### src/rtl/irqAggregatorPkg.sv
package irqAggregatorPkg;

  typedef enum logic [1:0] {
    RD_ZERO = 2'd0,
    RD_GLB  = 2'd1,
    RD_STS  = 2'd2,
    RD_ENA  = 2'd3
  } rdSel_e;

  typedef struct packed {
    logic   wrGlb;
    logic   wrSts;
    logic   wrEna;
    logic   softRst;
    logic   rdReq;
    rdSel_e rdSel;
  } regStrobe_t;

endpackage

### src/rtl/irqAggregatorDecode.sv
module irqAggregatorDecode
  import irqAggregatorPkg::*;
#(
  parameter int ADDR_W  = 5,
  parameter int DATA_W  = 32,
  parameter int GLB_IDX = 7,
  parameter int STS_IDX = 8,
  parameter int ENA_IDX = 10,
  parameter int RST_IDX = 16,
  parameter logic [DATA_W-1:0] RST_KEY = 'hA
) (
  input  logic              regWr,
  input  logic              regRd,
  input  logic [ADDR_W-1:0] regAddr,
  input  logic [DATA_W-1:0] regWdata,
  output regStrobe_t        strobe
);

  localparam logic [ADDR_W-1:0] GLB_A = ADDR_W'(GLB_IDX);
  localparam logic [ADDR_W-1:0] STS_A = ADDR_W'(STS_IDX);
  localparam logic [ADDR_W-1:0] ENA_A = ADDR_W'(ENA_IDX);
  localparam logic [ADDR_W-1:0] RST_A = ADDR_W'(RST_IDX);

  logic hitGlb, hitSts, hitEna, hitRst, keyOk;

  always_comb begin
    hitGlb = (regAddr == GLB_A);
    hitSts = (regAddr == STS_A);
    hitEna = (regAddr == ENA_A);
    hitRst = (regAddr == RST_A);
    keyOk  = (regWdata == RST_KEY);

    strobe.wrGlb   = regWr & hitGlb;
    strobe.wrSts   = regWr & hitSts;
    strobe.wrEna   = regWr & hitEna;
    strobe.softRst = regWr & hitRst & keyOk;
    strobe.rdReq   = regRd;

    if (hitGlb)      strobe.rdSel = RD_GLB;
    else if (hitSts) strobe.rdSel = RD_STS;
    else if (hitEna) strobe.rdSel = RD_ENA;
    else             strobe.rdSel = RD_ZERO;
  end

endmodule

### src/rtl/irqAggregatorRegs.sv
module irqAggregatorRegs
  import irqAggregatorPkg::*;
#(
  parameter int NUM_SRC = 8,
  parameter int DATA_W  = 32,
  parameter int GLB_BIT = 31
) (
  input  logic               clk,
  input  logic               rstN,
  input  regStrobe_t         strobe,
  input  logic [DATA_W-1:0]  regWdata,
  input  logic [NUM_SRC-1:0] evtIn,
  output logic [NUM_SRC-1:0] stsQ,
  output logic [NUM_SRC-1:0] enaQ,
  output logic               glbQ,
  output logic [DATA_W-1:0]  regRdata,
  output logic               regRvalid,
  output logic               irqOut,
  output logic               softRstOut
);

  logic [NUM_SRC-1:0] evtPrev;
  logic [NUM_SRC-1:0] evtRise;
  logic [DATA_W-1:0]  rdNext;

  // Edge history follows the hard reset only, so a line held high across
  // a soft reset does not raise a fresh pending bit.
  always_ff @(posedge clk) begin
    if (!rstN) evtPrev <= '0;
    else       evtPrev <= evtIn;
  end

  assign evtRise = evtIn & ~evtPrev;

  for (genvar k = 0; k < NUM_SRC; k++) begin : g_sts
    always_ff @(posedge clk) begin
      if (!rstN)                              stsQ[k] <= 1'b0;
      else if (strobe.softRst)                stsQ[k] <= 1'b0;
      else if (evtRise[k])                    stsQ[k] <= 1'b1;
      else if (strobe.wrSts && regWdata[k])   stsQ[k] <= 1'b0;
    end
  end

  always_ff @(posedge clk) begin
    if (!rstN || strobe.softRst) begin
      enaQ <= '0;
      glbQ <= 1'b0;
    end else begin
      if (strobe.wrEna) enaQ <= regWdata[NUM_SRC-1:0];
      if (strobe.wrGlb) glbQ <= regWdata[GLB_BIT];
    end
  end

  always_ff @(posedge clk) begin
    if (!rstN) softRstOut <= 1'b0;
    else       softRstOut <= strobe.softRst;
  end

  always_comb begin
    rdNext = '0;
    unique case (strobe.rdSel)
      RD_GLB:  rdNext[GLB_BIT]        = glbQ;
      RD_STS:  rdNext[NUM_SRC-1:0]    = stsQ;
      RD_ENA:  rdNext[NUM_SRC-1:0]    = enaQ;
      default: rdNext                 = '0;
    endcase
  end

  always_ff @(posedge clk) begin
    if (!rstN) begin
      regRvalid <= 1'b0;
      regRdata  <= '0;
    end else begin
      regRvalid <= strobe.rdReq;
      if (strobe.rdReq) regRdata <= rdNext;
    end
  end

  assign irqOut = glbQ & (|(stsQ & enaQ));

endmodule

### src/rtl/irqAggregator.sv
module irqAggregator
  import irqAggregatorPkg::*;
#(
  parameter int NUM_SRC = 8,
  parameter int ADDR_W  = 5,
  parameter int DATA_W  = 32,
  parameter int GLB_BIT = 31,
  parameter int GLB_IDX = 7,
  parameter int STS_IDX = 8,
  parameter int ENA_IDX = 10,
  parameter int RST_IDX = 16,
  parameter logic [DATA_W-1:0] RST_KEY = 'hA
) (
  input  logic               clk,
  input  logic               rstN,
  input  logic [NUM_SRC-1:0] evtIn,
  input  logic               regWr,
  input  logic               regRd,
  input  logic [ADDR_W-1:0]  regAddr,
  input  logic [DATA_W-1:0]  regWdata,
  output logic [DATA_W-1:0]  regRdata,
  output logic               regRvalid,
  output logic               irqOut,
  output logic               softRstOut
);

  regStrobe_t         strobe;
  logic [NUM_SRC-1:0] stsQ;
  logic [NUM_SRC-1:0] enaQ;
  logic               glbQ;

  irqAggregatorDecode #(
    .ADDR_W(ADDR_W), .DATA_W(DATA_W), .GLB_IDX(GLB_IDX), .STS_IDX(STS_IDX),
    .ENA_IDX(ENA_IDX), .RST_IDX(RST_IDX), .RST_KEY(RST_KEY)
  ) uDecode (
    .regWr(regWr), .regRd(regRd), .regAddr(regAddr), .regWdata(regWdata),
    .strobe(strobe)
  );

  irqAggregatorRegs #(
    .NUM_SRC(NUM_SRC), .DATA_W(DATA_W), .GLB_BIT(GLB_BIT)
  ) uRegs (
    .clk(clk), .rstN(rstN), .strobe(strobe), .regWdata(regWdata),
    .evtIn(evtIn), .stsQ(stsQ), .enaQ(enaQ), .glbQ(glbQ),
    .regRdata(regRdata), .regRvalid(regRvalid), .irqOut(irqOut),
    .softRstOut(softRstOut)
  );

endmodule

### config.mk
export PLATFORM = sky130hd
export DESIGN_NAME = irqAggregator
export DESIGN_NICKNAME = d
export VERILOG_FILES = /design/src/rtl/irqAggregatorPkg.sv /design/src/rtl/irqAggregatorDecode.sv /design/src/rtl/irqAggregatorRegs.sv /design/src/rtl/irqAggregator.sv
export SDC_FILE = /design/constraint.sdc
export NUM_CORES = 1
export LEC_CHECK = 0
export ABC_AREA = 1
export BUFFER_PORTS_ARGS = -buffer_cell sky130_fd_sc_hd__buf_2
export CAP_MARGIN = 10
export CELL_PAD_IN_SITES_DETAIL_PLACEMENT = 2
export CELL_PAD_IN_SITES_GLOBAL_PLACEMENT = 2
export CORE_UTILIZATION = 25
export CTS_BUF_LIST = sky130_fd_sc_hd__clkbuf_4 sky130_fd_sc_hd__clkbuf_8
export CTS_CLUSTER_DIAMETER = 60
export DETAILED_ROUTE_END_ITERATION = 6
export PLACE_DENSITY_LB_ADDON = 0.1
export REMOVE_ABC_BUFFERS = 1
export SYNTH_ARGS = -nofsm -noshare
export SYNTH_HDL_FRONTEND = slang
export SYNTH_SLANG_ARGS = --single-unit
### constraint.sdc
create_clock -name clk -period 1.3 [get_ports clk]
set_input_delay 0.065 -clock clk [delete_from_list [all_inputs] [get_ports clk]]
set_output_delay 0.065 -clock clk [all_outputs]
set_load 0.02 [all_outputs]
# Yosys cells after proc, flatten, opt, wreduce, memory -nomap -nowiden
# Index checks and enable logic that the tools add are counted.
[word_totals]
ff_bits = 36
elab_cells = 73
[op_classes]
eq_ne = 8
mux = 21
n_bitwise = 10
reduce_logical = 20
[op_table]
columns = ["operator", "count"]
rows = [
  ["== test 32 x 4 -> 1 bit (second input constant)", 1],
  ["2-to-1 mux 1 bit", 17],
  ["bitwise AND 8 bit", 2],
  ["case mux 8 bit (2 select lines)", 1],
  ["nonzero test 2 bit", 8],
  ["== test 5 x 4 -> 1 bit (second input constant)", 2],
  ["logical AND 1 bit", 8],
  ["NOT 8 bit", 1],
  ["OR reduction 8 bit", 1],
  ["bitwise AND 1 bit", 6],
  ["2-to-1 mux 2 bit", 3],
  ["== test 5 x 3 -> 1 bit (second input constant)", 1],
  ["== test 5 bit (second input constant)", 1],
  ["== test 2 bit (second input constant)", 2],
  ["== test 2 x 1 -> 1 bit (second input constant)", 1],
  ["OR reduction 2 bit", 1],
  ["zero test 1 bit", 1],
  ["logical OR 1 bit", 1],
  ["NOT 1 bit", 1],
]

# Depth between registers and ports, before layout
[depth]
word_depth = 6
ltp_mapped = 8
ltp_nobuf = 7

# By module
# From an unflattened synthesis, not the netlist that was laid out.
[hier_totals]
cells_unflattened = 280
hier_area_um2 = 1864.3
[modules_own_cells]
columns = ["mod", "n_inst", "cells_each", "area_per_inst_um2", "seq_area_each_um2"]
rows = [
  ["irqAggregatorRegs", 1, 231, 1660.3, 720.7],
  ["irqAggregatorDecode", 1, 49, 203.9, 0.0],
]

# Least setup slack after synthesis
# No wires, ideal clock.
[synth_timing]
path_type = "input port to flip-flop"
from = "in regAddr[0]"
to = "reg uRegs.stsQ[6]"
arrival_time_ns = 0.901
required_time_ns = 1.185
path_slack_ns = 0.284
path_stages = 7
cell_sequence = "nor2_4 -> nand2_1 -> nor2_1 -> nand2_1 -> o21bai_4 -> buf_4 -> nor2_1"
[synth_via]
elab_chain_len = 4
word_cells_on_any_way = 8
classes_between = "eq/ne: 2; bitwise: 3; reduce/logical: 3"
[synth_lines]
columns = ["item", "line", "source"]
rows = [
  ["start, declared", "irqAggregator.sv:19", "input logic [ADDR_W-1:0] regAddr,"],
  ["== test 5 bit / == test 5 x 4 -> 1 bit (equally long branches)", "irqAggregatorDecode.sv:30, irqAggregatorDecode.sv:28", ""],
  ["bitwise AND 1 bit (on tied branches)", "irqAggregatorDecode.sv:36, irqAggregatorDecode.sv:34", ""],
  ["bitwise AND 1 bit / logical AND 1 bit (equally long branches)", "irqAggregatorDecode.sv:36, irqAggregatorRegs.sv:40", ""],
  ["OR reduction 2 bit (no line) / nonzero test 2 bit (equally long branches)", "-", ""],
  ["end signal, assigned by index", "irqAggregatorRegs.sv:37", "if (!rstN) stsQ[k] <= 1'b0;"],
  ["end signal, assigned by index", "irqAggregatorRegs.sv:38", "else if (strobe.softRst) stsQ[k] <= 1'b0;"],
  ["end signal, assigned by index", "irqAggregatorRegs.sv:39", "else if (evtRise[k]) stsQ[k] <= 1'b1;"],
  ["end, declared", "irqAggregatorRegs.sv:13", "output logic [NUM_SRC-1:0] stsQ,"],
]
# Parallel ways exist; a longest one is shown, timed or not.
# A chain may end at the register's enable or synchronous reset.

# Final worst setup path
[layout_timing]
from = "reg uRegs.enaQ[4]"
to = "out irqOut"
[layout_via]
elab_chain_len = 3
[layout_lines]
columns = ["item", "line", "source"]
rows = [
  ["start, declared", "irqAggregatorRegs.sv:14", "output logic [NUM_SRC-1:0] enaQ,"],
  ["start signal, assigned", "irqAggregatorRegs.sv:49", "if (strobe.wrEna) enaQ <= regWdata[NUM_SRC-1:0];"],
  ["bitwise AND 8 bit", "irqAggregatorRegs.sv:79", "assign irqOut = glbQ & (|(stsQ & enaQ));"],
  ["OR reduction 8 bit", "irqAggregatorRegs.sv:79", ""],
  ["bitwise AND 1 bit", "irqAggregatorRegs.sv:79", ""],
  ["end, declared", "irqAggregator.sv:23", "output logic irqOut,"],
]
# No other way between the ends.

==> impl_metrics.ini <==
[placed_design]
place.port_buffers = 60
dp_hpwl_mm = 4.43
gp_congestion = 0.722

[drt]
route.vias.total = 1980
drtIter0Drc = 31
wl_mm = 5.60
avgRoutedWirePerCell_um = 11.9
via_per_inst = 4.20
first_pass_iters = 4
drc = 0
postRouteAntennaNets = 0

[clock_tree]
cts.clk_slew.worst_paths_ps = 80
cts_buffer_depth = 2
cts_num_sinks = 36
htreeDepth = 2
cts_made_buffers = 5
cts_tree = built
insertion_delay_ps = 300
root_buffer = clkbuf_8

[synth]
synth-seq-area-share_pct = 36.6
async_reset_ff_share_pct = 0
yosys-top-cells-count = nor2_1 (69), nand2_1 (55), inv_1 (46), dfxtp_1 (36), buf_4 (24)
yosys_warnings = 0
ys.flop_type = dfxtp_1
syn_area_mm2 = 0.00197
ys_types = 23
synth_cells = 298
netlist.area_leader.share_pct = 36.6
syn_area_per_cell_um2 = 6.61
yosys.area.top_type = dfxtp_1
synth.most_common_cell = nor2_1
synth_edf_count = 0
synth-seq-cells = 36
synth.area.top_cells = dfxtp_1 (37%), nor2_1 (13%), nand2_1 (10%), buf_4 (9.1%), inv_1 (8.8%)

[final_layout]
multi_input_area_um2 = 935
fillers = 936
utilization_pct = 33.9
layout-drive-gt1-share_pct = 24.2
seqCellArea_um2 = 723
diodes = 0
area_delta_synth_final_pct = 28.1
nets = 420

[worst_setup_path]
cpPeakStageDelay_ps = 330
start_kind = register
crit_family = flip-flops
end_kind = output pin
path_max_fanout = 3
arrival_ps = 1180
cp_cell_sequence = nand2_1, nand4_1, o21a_1, buf_2
crit_required_ps = 1240
crit_buf_inv = 1
crit_type = register to output pin
worst_path_max_delay_cell = dfxtp_1

[power]
comb_power_share_pct = 16.0
p_per_area_mw_per_mm2 = 1040
cellLeakagePower_uw = 0.00129
ir_drop_uv = 550
clkPwrFrac_pct = 38.8
p_int_uw = 1880
power_frac_seq_pct = 45.2
power.switching_uw = 735
switching_share_pct = 28.1

[global_routing]
grt_max_degree = 20
grt-ovfl-total = 0
antenna_found_initial = 0
grt_pass1_vias = 2005
grt_pass1_wl_mm = 9.58
grt.total_usage_pct = 14.7

[outcome]
outcome = completed

[sta]
rsz0062_at_grt = false
slew_violations = 0
finalCriticalPeriod_ps = 1250
max_freq_ghz = 0.802
final_hold_viol_count = 0
setup_violations = 0
tns_ps = 0
fin_worst_skew_ps = 1.65
finalCritPeriodShare_pct = 95.9

[floorplan]
die-area_mm2 = 0.00824
die_x_um = 90.8
initial_utilization_pct = 26.4
core_region_area_mm2 = 0.00745
boundaryPins = 84
chipHeight_um = 90.8
rows = 31

[run]
maxCapViolations = 0

[min_path]
holdCritPathClass = primary input to register
[state kept, by name, summed over array words and instances, names as in the netlist]
name / count
uRegs.regRdata: 9
uRegs.enaQ: 8
uRegs.evtPrev: 8
uRegs.stsQ: 8
uRegs.glbQ: 1
uRegs.regRvalid: 1
uRegs.softRstOut: 1
[area by class of cell]
class | count | share of cell area [%]
multi-input cells | 205 | 37.1
inverters | 47 | 6.99
flip-flops and latches | 36 | 28.7
clock inverters | 3 | 1.69
clock buffers | 5 | 2.73
well taps | 99 | 4.91
repair buffers | 76 | 18.0
[power groups by stage]
stage	clock network (uW)	registers [uW]	logic (uW)
after floorplan	0	1220	196
after global placement	0	1210	394
after detailed placement	0	1210	404
after CTS	1050	1180	425
after global routing	1090	1190	472
final	1010	1180	418
[cell usage in the layout, fill, tap and decap left out]
cell | Yosys | layout
conb_1 | 1 | 23
clkinv_1 | 1 | 1
nand4_1 | 10 | 10
o21ai_2 | 8 | 8
dlygate4sd3_1 | 0 | 8
buf_2 | 2 | 60
dfxtp_2 | 0 | 2
nand2_1 | 55 | 55
o21bai_4 | 1 | 1
clkinv_2 | 0 | 1
buf_4 | 24 | 7
inv_1 | 46 | 46
buf_12 | 0 | 1
clkbuf_8 | 0 | 5
and2_1 | 1 | 1
bufinv_16 | 0 | 1
dfxtp_1 | 36 | 34
clkinvlp_4 | 0 | 1
o21a_1 | 1 | 1
nor3b_4 | 1 | 1
nand3_4 | 1 | 1
a21oi_1 | 9 | 9
nand3_1 | 22 | 22
o21ai_0 | 2 | 2
nor2_4 | 1 | 1
nor3_1 | 1 | 1
nor2_1 | 69 | 69
[worst register-to-register path, delay by kind of cell (launching register included)]
family | cells | cell delay [ps]
AO/OA/AOI/OAI | 1 | 70
flip-flops | 1 | 360
AND/OR/NAND/NOR | 2 | 180
buffers and inverters | 1 | 50
[cell families after synthesis]
group | count (synthesis) | synth area share (%)
buf+inv | 79 | 20.1
compound gates | 21 | 7.69
flops | 36 | 36.6
other cells | 1 | 0.190
simple gates | 161 | 35.4
[metal layers]
layer	GRT usage [%]	vias to the layer above	part of all wire [%]
met5	0	-	0
met4	4.03	0	1.2
met3	3.54	7	4.5
met2	25.1	54	47
met1	18.3	915	48
li1	-	1004	-
[path summary, 6_finish.rpt]
path,endpoint,cells past startpoint,start,slack [ps]
setup / recovery,irqOut,4,uRegs.enaQ[4]$_SDFFE_PP0P_,50
hold / removal,uRegs.softRstOut$_SDFF_PN0_,6,regWdata[28],90
setup reg to reg,uRegs.enaQ[3]$_SDFFE_PP0P_,4,uRegs.enaQ[3]$_SDFFE_PP0P_,570
hold reg to reg,uRegs.stsQ[4]$_SDFFE_PP0P_,2,uRegs.stsQ[4]$_SDFFE_PP0P_,530
[stage by stage]
step	cells	worst slack, ps	hold slack (ps)	cell area, um^2	total power, uW
floorplan	288	71.1	158	1830	1410
global placement	455	137	256	2330	1600
detailed placement	455	100	268	2330	1610
CTS	471	2.69	92.7	2520	2660
global route	471	0.227	131	2520	2750
finish	471	53.5	93.2	2520	2620
[what timing repair did]
action,4_1_cts,5_1_grt
endpoints found under the hold margin,8,0
hold buffers,8,0
setup endpoints to repair,0,1
setup buffers,0,0
resized for setup,0,2
Power figures use the tool's default switching activity.
